<file path="src/rtl/adc_pair_pkg.sv">
package adc_pair_pkg;
  // number of multiplexed analog inputs converted in one frame
  localparam int ADC_CHANNELS = 2;

  // width of the packed result: each channel takes RES_BITS plus a zero pad bit
  function automatic int packed_width(int res_bits);
    return ADC_CHANNELS * (res_bits + 1);
  endfunction
endpackage

</file>
<file path="src/rtl/adc_pair_timer.sv">
module adc_pair_timer #(
  parameter int FRAME_CLKS  = 1968,
  parameter int SETTLE_CLKS = 140
) (
  input  logic clk,
  input  logic rst,
  input  logic load,
  input  logic run,
  output logic trial_tick,
  output logic frame_end
);
  localparam int FRAME_W = $clog2(FRAME_CLKS);
  localparam int SETTLE_W = $clog2(SETTLE_CLKS);
  localparam logic [FRAME_W-1:0]  LAST_F = FRAME_W'(FRAME_CLKS - 1);
  localparam logic [SETTLE_W-1:0] LAST_S = SETTLE_W'(SETTLE_CLKS - 1);

  logic [FRAME_W-1:0]  frame_cnt;
  logic [SETTLE_W-1:0] settle_cnt;

  assign frame_end  = run && (frame_cnt == LAST_F);
  assign trial_tick = run && (settle_cnt == LAST_S);

  always_ff @(posedge clk) begin
    if (rst || load) begin
      frame_cnt  <= '0;
      settle_cnt <= '0;
    end else if (run) begin
      frame_cnt  <= frame_end ? '0 : frame_cnt + 1'b1;
      settle_cnt <= trial_tick ? '0 : settle_cnt + 1'b1;
    end
  end


  frame_bound_chk: assert property (@(posedge clk) disable iff (rst)
    run |-> (frame_cnt <= LAST_F));
endmodule

</file>
<file path="src/rtl/adc_sar_engine.sv">
module adc_sar_engine
  import adc_pair_pkg::*;
#(
  parameter int RES_BITS = 7
) (
  input  logic clk,
  input  logic rst,
  input  logic start,
  input  logic abort,
  input  logic tick,
  input  logic cmp,
  output logic [RES_BITS-1:0] code,
  output logic ch,
  output logic [ADC_CHANNELS-1:0][RES_BITS-1:0] res
);
  localparam logic [RES_BITS-1:0] MSB_ONE = {1'b1, {(RES_BITS-1){1'b0}}};

  logic [RES_BITS-1:0] mask;
  logic [RES_BITS-1:0] kept;
  logic active;
  logic last_trial;

  // keep the trial bit when the input is at or above the trial level
  assign kept = cmp ? code : (code & ~mask);
  assign last_trial = tick && active && mask[0];

  always_ff @(posedge clk) begin
    if (rst) begin
      code   <= '0;
      mask   <= '0;
      ch     <= 1'b0;
      active <= 1'b0;
    end else if (abort) begin
      code   <= '0;
      mask   <= '0;
      active <= 1'b0;
    end else if (start) begin
      code   <= MSB_ONE;
      mask   <= MSB_ONE;
      ch     <= 1'b0;
      active <= 1'b1;
    end else if (tick && active) begin
      if (mask[0]) begin
        if (ch) begin
          code   <= '0;
          mask   <= '0;
          active <= 1'b0;
        end else begin
          ch   <= 1'b1;
          code <= MSB_ONE;
          mask <= MSB_ONE;
        end
      end else begin
        mask <= mask >> 1;
        code <= kept | (mask >> 1);
      end
    end
  end

  for (genvar g = 0; g < ADC_CHANNELS; g++) begin : g_chan_res
    always_ff @(posedge clk) begin
      if (rst) res[g] <= '0;
      else if (!abort && last_trial && (ch == 1'(g))) res[g] <= kept;
    end
  end


  msb_first_chk: assert property (@(posedge clk) disable iff (rst)
    (start && !abort) |=> (code == MSB_ONE && !ch));
endmodule

</file>
<file path="src/rtl/adc_result_pack.sv">
module adc_result_pack
  import adc_pair_pkg::*;
#(
  parameter int RES_BITS = 7
) (
  input  logic clk,
  input  logic rst,
  input  logic latch,
  input  logic [ADC_CHANNELS-1:0][RES_BITS-1:0] res,
  output logic [packed_width(RES_BITS)-1:0] result,
  output logic done
);
  localparam int SLOT = RES_BITS + 1;

  logic [packed_width(RES_BITS)-1:0] word;

  for (genvar g = 0; g < ADC_CHANNELS; g++) begin : g_slot
    assign word[g*SLOT +: SLOT] = {1'b0, res[g]};
  end

  always_ff @(posedge clk) begin
    if (rst) begin
      result <= '0;
      done   <= 1'b0;
    end else begin
      done <= latch;
      if (latch) result <= word;
    end
  end


  result_hold_chk: assert property (@(posedge clk) disable iff (rst)
    !done |-> $stable(result));

  done_pulse_chk: assert property (@(posedge clk) disable iff (rst)
    done |=> !done);
endmodule

</file>
<file path="src/rtl/adc_pair_seq.sv">
module adc_pair_seq
  import adc_pair_pkg::*;
#(
  parameter int RES_BITS    = 7,
  parameter int FRAME_CLKS  = 1968,
  parameter int SETTLE_CLKS = 140
) (
  input  logic clk,
  input  logic rst,
  input  logic cfg_en,
  input  logic cfg_cont,
  input  logic cfg_start,
  input  logic cfg_wr,
  input  logic cmp_i,
  output logic ch_sel_o,
  output logic [RES_BITS-1:0] dac_code_o,
  output logic busy_o,
  output logic done_o,
  output logic [packed_width(RES_BITS)-1:0] result_o
);
  logic busy;
  logic launch, relaunch, start, abort;
  logic trial_tick, frame_end;
  logic [ADC_CHANNELS-1:0][RES_BITS-1:0] chan_res;

  assign launch   = !busy && cfg_en && (cfg_cont || (cfg_wr && cfg_start));
  assign relaunch = frame_end && cfg_en && cfg_cont;
  assign start    = launch || relaunch;
  assign abort    = !cfg_en;

  always_ff @(posedge clk) begin
    if (rst || abort) busy <= 1'b0;
    else if (start)   busy <= 1'b1;
    else if (frame_end) busy <= 1'b0;
  end

  adc_pair_timer #(
    .FRAME_CLKS (FRAME_CLKS),
    .SETTLE_CLKS(SETTLE_CLKS)
  ) u_timer (
    .clk       (clk),
    .rst       (rst),
    .load      (start),
    .run       (busy),
    .trial_tick(trial_tick),
    .frame_end (frame_end)
  );

  adc_sar_engine #(.RES_BITS(RES_BITS)) u_sar (
    .clk  (clk),
    .rst  (rst),
    .start(start),
    .abort(abort),
    .tick (trial_tick),
    .cmp  (cmp_i),
    .code (dac_code_o),
    .ch   (ch_sel_o),
    .res  (chan_res)
  );

  adc_result_pack #(.RES_BITS(RES_BITS)) u_pack (
    .clk   (clk),
    .rst   (rst),
    .latch (frame_end && cfg_en),
    .res   (chan_res),
    .result(result_o),
    .done  (done_o)
  );

  assign busy_o = busy;


  disable_chk: assert property (@(posedge clk) disable iff (rst)
    !cfg_en |=> (!busy_o && !done_o));

  single_stop_chk: assert property (@(posedge clk) disable iff (rst)
    (frame_end && !cfg_cont) |=> !busy_o);

  cont_run_chk: assert property (@(posedge clk) disable iff (rst)
    (frame_end && cfg_en && cfg_cont) |=> (busy_o && done_o));
endmodule

</file>
<file path="config.mk">
export PLATFORM = sky130hd
export DESIGN_NAME = adc_pair_seq
export DESIGN_NICKNAME = d
export VERILOG_FILES = /design/src/rtl/adc_pair_pkg.sv /design/src/rtl/adc_pair_timer.sv /design/src/rtl/adc_sar_engine.sv /design/src/rtl/adc_result_pack.sv /design/src/rtl/adc_pair_seq.sv
export SDC_FILE = /design/constraint.sdc
export NUM_CORES = 1
export LEC_CHECK = 0
export CAP_MARGIN = 20
export CORE_MARGIN = 3
export CORE_UTILIZATION = 55
export DETAILED_ROUTE_END_ITERATION = 10
export DONT_BUFFER_PORTS = 1
export PLACE_DENSITY = 0.79
export SYNTH_ARGS = -nofsm -noshare
export SYNTH_HDL_FRONTEND = slang
export SYNTH_SLANG_ARGS = --single-unit
</file>
<file path="constraint.sdc">
create_clock -name clk -period 1.9 [get_ports clk]
set_input_delay 0.38 -clock clk [delete_from_list [all_inputs] [get_ports clk]]
set_output_delay 0.38 -clock clk [all_outputs]
set_load 0.01 [all_outputs]
</file>
; Word level (Yosys, flattened, before mapping)
; Index checks and enable logic that the tools add are counted.
[op_classes]
add_sub_neg = 2
multipliers = 0
div_mod_pow = 0
n_lt_le_gt_ge = 0
eq_ne = 2
shifts = 0
mux = 19
bitwise = 5
n_reduce_logical = 26
[ops]
columns = cell, n
row1 = $mux 7, 8
row2 = $logic_and 1x1->1, 12
row3 = $add 11x1->11 const B, 1
row4 = $eq 11x11->1 const B, 1
row5 = $mux 11, 1
row6 = $mux 1, 9
row7 = $add 8x1->8 const B, 1
row8 = $eq 8x8->1 const B, 1
row9 = $mux 8, 1
row10 = $reduce_bool 2->1, 4
row11 = $and 7x7->7, 1
row12 = $not 7->7, 1
row13 = $or 7x6->7, 1
row14 = $reduce_and 3->1, 2
row15 = $logic_or 1x1->1, 4
row16 = $reduce_or 3->1, 1
row17 = $logic_not 1->1, 2
row18 = $not 1->1, 2
row19 = $reduce_or 2->1, 1
[word_totals]
regBits = 65
latch_bits = 0
mem_bits_rw = 0
mem_bits_ro = 0
input_bits = 7
mem_count = 0

; Longest topological paths before layout
; Gate-level depths: netlist of the first run.
[depth]
depth_word = 7
ltp_mapped = 7
depth_no_buf = 5

; Modules after synthesis
; From an unflattened synthesis of the first run, not the netlist that was laid out.
[unflattened]
hier_cells = 290
area_unflattened_um2 = 2826.5
[modules_own_cells]
columns = mod, n_inst, cells_each, area_each_um2
row1 = adc_sar_engine, 1, 132, 1293.7
row2 = adc_pair_timer, 1, 98, 885.8
row3 = adc_result_pack, 1, 50, 554.3
row4 = adc_pair_seq, 1, 10, 92.6

; Worst setup path after synthesis of the first run
; OpenSTA, ideal clock, no wires.
[synth_path]
kind = reg2reg
start = reg u_timer.frame_cnt[0]
end = reg u_pack.result[10]
arrival_time_ns = 1.683
required_ns = 1.772
path_slack_ns = 0.089
stages_incl_launch_ff = 8
path_cell_list = dfxtp_1 ha_1 nand4_4 or4_1 buf_2 buf_6 mux2i_1 nor2_1
[synth_between]
elab_chain_cells = 3
[synth_lines]
columns = element, line_no
row1 = start: declaration, adc_pair_timer.sv:17  ; logic [FRAME_W-1:0] frame_cnt;
row2 = start signal: assignment, adc_pair_timer.sv:28  ; frame_cnt <= frame_end ? '0 : frame_cnt + 1'b1;
row3 = $eq 11x11->1, adc_pair_timer.sv:20  ; assign frame_end = run && (frame_cnt == LAST_F);
row4 = $logic_and 1x1->1, adc_pair_timer.sv:20
row5 = $logic_and 1x1->1, adc_pair_seq.sv:64  ; .latch (frame_end && cfg_en),
row6 = end signal: assignment, adc_result_pack.sv:27  ; if (latch) result <= word;
row7 = end: declaration, adc_result_pack.sv:10  ; output logic [packed_width(RES_BITS)-1:0] result,
; No other way between the ends.
; A chain may end at the register's enable or synchronous reset.

; Worst setup path in the final report of the first run
[layout_path]
start = reg u_timer.frame_cnt[0]
end = reg u_pack.result[6]
; The elaborated chain is that of the path after synthesis.

==> run summary, run 1 <==
The post-placement worst setup slack came out at 0.0593 ns. The placement row count is 25. After synthesis, flip-flops and latches occupy 47.2% of the total area. The initial antenna violation count is 0. The worst voltage drop across the vdd grid came out at 445 uV. The remaining global-route overflow is 0. The wire length of the first global-routing pass came out at 9490 um. After Yosys synthesis, XOR and XNOR cells account for 4.13% of the synthesized area.

The synthesized-area fraction occupied by adder cells is 0.907%. The highest cell delay on the worst timing path came out at 0.53 ns. The maximum number of pins on one net before global-route repair came out at 31. The simple logic cell fraction of the synthesized area came out at 23.8%.

Dividing the detail-routed via count by the number of cells gives 5.72. The clock-pin slew reported for the worst setup and hold paths after clock tree synthesis came out at 0.07 ns. The number of design rule violations left after detail routing is 0.

The number of global-route vias before repair is 2,076. The post-route core utilization is 64.8%. The buffer depth of the longest clock path is 2. The relative area change from synthesis to final layout is 12.4%. After the first detailed-routing iteration, the DRC count stood at 166. The library cells used most frequently in the layout, excluding fill and tap cells, are 65 x dfxtp_1, 48 x nor2_1, 29 x mux2i_1, 25 x a21oi_1, 24 x nand2_1. The routed design has 5540 um of wire.

The count of clock tree sinks came out at 65. The final worst clock skew is 0.00641 ns. The flip-flop cell with the highest count after synthesis is dfxtp_1. The total power is 2.66 mW. The flip-flop and latch count after synthesis came out at 65. The congestion estimate from routability-driven global placement came to 0.811. The worst path needs 1.79 ns of the cycle, external delays included. The number of placed instances with taps included is 363.

For this design, the slowest cell found on the critical path is or4_1. The most common cell after layout, fill and taps aside is dfxtp_1. STA classifies the critical path endpoint as a flop. The cts-stage hold buffer count came out at 0.

Data on the critical path is required at its endpoint by 2.13 ns. The number of max-cap violations came out at 0. Following the worst setup path forward leads to its endpoint at u_pack.result[6]. The combinational family with the most area after synthesis is simple AND/OR/NAND/NOR gates.

The number of max-slew violations in the final report is 0. The worst-case reg-to-reg path depth is 6. The initial core utilization came out at 57.6%. The final number of hold-violating endpoints came out at 0. The synthesized area is 2760 um2. During synthesis, Yosys emitted a total of 0 warnings.

Data on the critical path arrives at its endpoint at 2.02 ns. The share of cells above drive strength 1 came out at 11.5%. The core area came out at 4790 um2. The maximum fanout count along the critical path came out at 14. The critical path in this run is classified as flop to flop. The period utilization came out at 94.2%. Setup violations remaining at the end of the flow were counted as 0.

The H-tree depth came out at 3. The number of buffers inserted during clock tree synthesis is 9. The average routed wire per standard cell came out at 14.6 um. The total power divided by cell area came out at 858 nW/um2. In this run the worst hold path is classified as input port to flop. The run finished with clean final reports. 0 antenna diodes ended up in the layout. Walking the worst path, the cells encountered are ha_2, nand4_4, or4_1, buf_6, mux2i_1, nor2_1.

The number of buffers inserted to repair setup after CTS is 0. The post-DP HPWL is 3760 um. The floorplan die height came out at 76.8 um. The number of standard cells after synthesis came out at 300. The final net count is 316. TritonCTS built the clock tree.

Summing the areas of all compound-gate instances in the mapped netlist gives 9.80% of the synthesized area. The count of different cell masters after synthesis came out at 41. The boundary pin count came out at 33. The floorplan die width came out at 76.8 um. The synthesized design contains 0 enable-type register cells. The worst setup path is launched from a flop.

The via count is 2,166. The average footprint of a synthesized cell is 9.19 um2. Tracing the worst setup path back leads to its startpoint at u_timer.frame_cnt[0].

The total of buffers placed on input and output ports is 0. Clock latency on the worst-skew pair, taken at its later pin, is 0.34 ns. Multiplexer cells account for 10.5% of the synthesized area. Setup repair after global routing left no endpoint under its margin. The startpoint of the most critical register-to-register path is u_timer.frame_cnt[0]. The setup check on the worst reg-to-reg path leaves a slack of 0.11 ns.

The number of detailed-routing iterations run before antenna repair came out at 4. The minimum setup slack in the final design came out at 0.111 ns. The post-detailed-placement cell area is 2860 um2. The post-route worst hold slack came out at 0.114 ns.

The final cell count without fillers came out at 379. The share of flip-flops with an asynchronous set or reset came out at 0%. The worst register-to-register path ends at u_pack.result[6]. The maximum operating frequency is 559 MHz. Gates resized during post-CTS repair numbered 0. Summed over all failing endpoints, the final setup total negative slack is 0 ns. Global routing consumed, over all layers together, 20.3% of the routing resources. The leakage component of the power came out at 1.21 nW. With fillers left out, the area of the finished cells amounts to 3100 um2. The antenna violation net count after detailed routing is 0.

The area enclosed by the die boundary is 5900 um2. CTS placed an instance of clkbuf_8 at the clock tree root.
==> worst max-delay path: cells and delay by family (launching register included) <==
kind                       cells  cell delay, ns
and+or+nand+nor                3            0.69
adders and majority gates      1            0.23
buffers and inverters          1            0.19
muxes                          1            0.18
DFF                            1            0.38
==> flip-flops by register name, indices dropped and copies added, names as in the netlist <==
register	count
u_pack.done	1
u_pack.result	14
u_timer.frame_cnt	11
u_timer.settle_cnt	8
busy_o	1
u_sar.ch	1
u_sar.code	7
u_sar.active	1
u_sar.mask	7
u_sar.res	14
==> report_power, final <==
part	internal, mW	switching [mW]	leakage (nW)
registers	1.37	0.00790	0.524
clock network	0.711	0.517	0.105
logic	0.0197	0.0368	0.584
total	2.10	0.562	1.21
==> kinds of logic after synthesis <==
family / count (synthesis)
XOR/XNOR: 13
flip-flops: 65
other: 1
adder cells (fa/ha/maj): 2
AND/OR/NAND/NOR: 124
multiplexers: 29
buffers and inverters: 20
AO/OA/AOI/OAI: 46
==> metal layers <==
metal | routed length (um) | share of wire, % | track usage, % | vias to the layer above
met5 | 0 | 0 | 0 | -
met4 | 159 | 2.9 | 12.0 | 0
met3 | 306 | 5.5 | 7.98 | 14
met2 | 2660 | 48 | 32.5 | 54
met1 | 2410 | 43 | 22.7 | 1041
li1 | - | - | - | 1057
==> how the worst min path moves through the flow <==
stage / startpoint / end / cells past startpoint
after global routing: rst / u_pack.result[2] / 1
after CTS: rst / u_pack.result[8] / 1
after floorplan: u_sar.mask[5] / u_sar.mask[5] / 2
after detailed placement: rst / u_pack.result[13] / 1
after global placement: u_sar.mask[5] / u_sar.mask[5] / 2
final: rst / u_pack.result[2] / 1
==> cell type report <==
cell class                 count  area (um2)
inverter                       4        15.0
fill                         408        1690
multi-input combinational    216        1390
timing repair buffer          11        98.8
clock buffer                  12         165
sequential                    65        1300
tap                           67        83.8
clock inverter                 4        50.0
==> cell usage after synthesis (2+ instances only) <==
master / count / share of area, %
a21boi_0: 6 / 1.6
nor2b_1: 3 / 0.68
o21ai_0: 6 / 1.1
nand4_1: 6 / 1.4
nand2_1: 25 / 3.4
nand3_1: 7 / 1.3
xor2_1: 8 / 2.5
nand4b_1: 2 / 0.64
a21oi_1: 25 / 4.5
nor2_1: 48 / 6.5
buf_4: 3 / 0.82
dfxtp_1: 65 / 47
nor3_1: 4 / 0.73
and3_1: 3 / 0.68
mux2i_1: 29 / 11
inv_1: 3 / 0.41
nand2b_1: 4 / 0.91
ha_1: 2 / 0.91
or4_1: 3 / 0.82
nand3b_1: 11 / 3.0
buf_2: 3 / 0.54
clkbuf_1: 9 / 1.2
and4b_1: 2 / 0.73
xnor2_1: 5 / 1.6
o211ai_1: 2 / 0.54
No activity file was read; power rests on OpenSTA's default activity.
==> run 2, diff against run 1 <==
--- a/config.mk
+++ b/config.mk
@@ -10,7 +10,8 @@
 export CORE_UTILIZATION = 55
 export DETAILED_ROUTE_END_ITERATION = 10
 export DONT_BUFFER_PORTS = 1
-export PLACE_DENSITY = 0.79
+export PLACE_DENSITY = 0.81
+export SETUP_SLACK_MARGIN = 0.4
 export SYNTH_ARGS = -nofsm -noshare
 export SYNTH_HDL_FRONTEND = slang
 export SYNTH_SLANG_ARGS = --single-unit
==> run 2 against run 1 <==
Against the previous run: power is 2.1% lower; hold slack worse by 0.011 ns; combinational power is 35% higher; non-clock buffer count is 12 higher; largest cell class unchanged; critical endpoint is now u_sar.code[5]; first-iteration DRC count is 16% lower; global-route usage is 2.6 points higher; die area stayed put.
==> run summary, run 2 (synthesis results as in run 1) <==
The maximum fanout count along the critical path is 6 (-8). After global routing, the most crowded layer is met2. The number of detailed-routing iterations run before antenna repair came out at 4 (unchanged). The core area came to 4790 um2 (unchanged). The total of buffers placed on input and output ports came out at 0 (unchanged). The clock insertion delay at the later pin of the skew report came out at 0.35 ns (about the same). The kind of cell with the highest combined delay along the critical path is simple AND/OR/NAND/NOR gates. The worst-case reg-to-reg path depth came out at 5 (-1).

The reg-to-reg setup timing slack came out at 0.23 ns (+0.12 ns). The end of the critical path is u_sar.code[5]. The average routed wire per standard cell came out at 16.5 um (+13%). The total length of routed wires was 6480 um (+17%). The clock tree from TritonCTS is yes. The initial core utilization came out at 57.6% (unchanged).

Traced cell by cell, the critical path runs through nand4b_1, or4_4, nand3b_1, buf_6, a21oi_2. The routability congestion estimate from global placement came to 0.859 (+6.0%). The run finished with clean final reports. The met1 usage was 26.9% (+4.2 points). The final count of negative-setup-slack endpoints was 0 (unchanged). The relative area change from synthesis to final layout is 22.7%. In this run the critical register-to-register path is launched from u_timer.frame_cnt[4]. The period utilization is 88.1% (-6.1 points). The number of buffers inserted during clock tree synthesis is 9 (unchanged). The maximum number of pins on one net before global-route repair is 31 (unchanged). In this run the critical register-to-register path is captured at u_sar.code[5]. The boundary pin count is 33 (unchanged). The switching fraction of total power is 22.3% (+1.2 points).

The data arrival at the endpoint of the critical path is 1.91 ns (-0.11 ns). The part of the power in combinational logic was 2.9% (+0.8 points). The maximum operating frequency was 598 MHz (+6.9%). The met2 track utilization from global routing came out at 38.7% (+6.2 points).

The buffer depth of the longest clock path was 2 (unchanged). The final instance area is 3380 um2 (+9.1%). The leakage component of the power is 1.28 nW (+5.9%). The placement row count came out at 25 (unchanged).

The number of global-route vias before repair came out at 2,208 (+6.4%). The via count normalized by instance count is 5.72 (+0.12%). The H-tree depth was 3 (unchanged). Setup repair after global routing could not meet its margin everywhere. The clock network fraction of design power came to 44.5% (-1.7 points).

The floorplan die height came to 76.8 um (unchanged). The post-DP HPWL was 3780 um (+0.31%). The post-detailed-placement cell area came out at 2890 um2 (+1.1%). The met3 global-route usage was 7.39% (-0.59 points). The remaining global-route overflow came out at 0 (unchanged). The library cells used most frequently in the layout, excluding fill and tap cells, are 52 x dfxtp_1, 45 x nor2_1, 28 x mux2i_1, 23 x nand2_1, 16 x buf_4. The logic depth of the worst setup path including buffers is 5 (-1).

The initial antenna violation count came out at 0 (unchanged). The time the final worst path needs with I/O delays and setup is 1.67 ns (-0.115 ns). The antenna cell count came out at 0 (unchanged).

The highest cell delay on the worst timing path is 0.59 ns (+0.06 ns). The worst voltage drop across the vdd grid came to 692 uV (+55%). The largest registers in the layout are u_pack.result: 14 flops, u_sar.res: 14 flops, u_timer.frame_cnt: 11 flops.

The clock-pin slew reported for the worst setup and hold paths after clock tree synthesis is 0.07 ns (about the same). The area enclosed by the die boundary is 5900 um2 (unchanged). The sequential share of power came to 52.6% (+0.9 points).

The slowest stage cell on the critical path is or4_4. The final number of hold-violating endpoints is 0 (unchanged). The via count was 2,243 (+3.6%). The total power divided by cell area is 770 nW/um2 (-10%). The number of max-cap violations is 0 (unchanged).

The number of design rule violations left after detail routing is 0 (unchanged). The global routing usage summed across all routing layers is 22.9% (+2.6 points). The required time of the worst setup path is 2.14 ns (about the same). The final net count was 329 (+4.1%). The most critical setup path has its startpoint at u_timer.frame_cnt[4]. The buffering stage count on the worst path with inverters included came out at 1 (unchanged).

The category of the worst setup path launch point is a flop. The path class of the tightest hold or removal check is input port to flop. The count of clock tree sinks came to 65 (unchanged).

The share of cells above drive strength 1 is 27.1% (+16 points). The most common cell after layout, fill and taps aside is dfxtp_1. The cts-stage hold buffer count came out at 0 (unchanged). The post-route worst hold slack is 0.103 ns (-0.0109 ns). The total power is 2.60 mW (-2.1%). The cell sitting at the root of the clock tree is a clkbuf_8. The floorplan die width is 76.8 um (unchanged). The accumulated negative setup slack came out at 0 ns (unchanged). The antenna violation net count after detailed routing is 0 (unchanged).

The violation count after the first detailed-routing iteration came out at 140 (-16%). The worst setup path is captured at a flop. The final worst clock skew was 0.00504 ns (-0.00137 ns).

The internal cell power is 2.02 mW (-3.5%). The wire length of the first global-routing pass came out at 10,600 um (+12%). The number of max-slew violations in the final report came out at 0 (unchanged).

The net switching power came out at 0.581 mW (+3.4%). The critical path in this run is classified as flop to flop.
-- run 2: per-layer routing --
layer | wire (um) | part of all wire (%) | up-vias
li1 | - | - | 1081
met1 | 2750 | 42 | 1093
met2 | 3250 | 50 | 57
met3 | 363 | 5.6 | 12
met4 | 118 | 1.8 | 0
met5 | 0 | 0 | -
-- run 2: through the flow --
| stage | cells | util (%) | worst slack (ns) |
|---|---|---|---|
| global route | 392 | 70.7 | 0.117 |
| CTS | 390 | 69.2 | 0.231 |
| finish | 392 | 70.7 | 0.226 |
| global placement | 362 | 60.3 | 0.183 |
| detailed placement | 362 | 60.3 | 0.148 |
| floorplan | 301 | - | 0.167 |
-- run 2: how the worst min path moves through the flow --
stage,startpoint,cells after the start,end
3_5_place_dp,rst,1,u_sar.res[13]
3_3_place_gp,rst,1,u_sar.res[13]
5_1_grt,rst,1,u_sar.res[3]
4_1_cts,rst,1,u_sar.res[6]
2_1_floorplan,u_sar.mask[5],2,u_sar.mask[5]
6_report,rst,1,u_sar.res[11]
-- run 2: power groups by stage --
stage / sequential (mW) / clock [mW] / combinational, mW
global placement: 1.41 / 0 / 0.0533
global route: 1.37 / 1.23 / 0.0822
CTS: 1.37 / 1.17 / 0.0689
floorplan: 1.40 / 0 / 0.0527
finish: 1.37 / 1.16 / 0.0760
detailed placement: 1.41 / 0 / 0.0535
-- run 2: what timing repair did --
action	in CTS	in global routing
gates resized for setup	42	13
endpoints found under the setup margin	64	64
gates cloned	2	0
pin swaps	14	4
buffers inserted	10	2
-- run 2: cell type report --
cell class	instances	area [um2]
clock buffers	11	141
clock inverters	5	55.1
fillers	349	1400
inverters	4	15.0
multi-input cells	217	1540
flip-flops and latches	65	1330
well taps	67	83.8
repair buffers	23	211
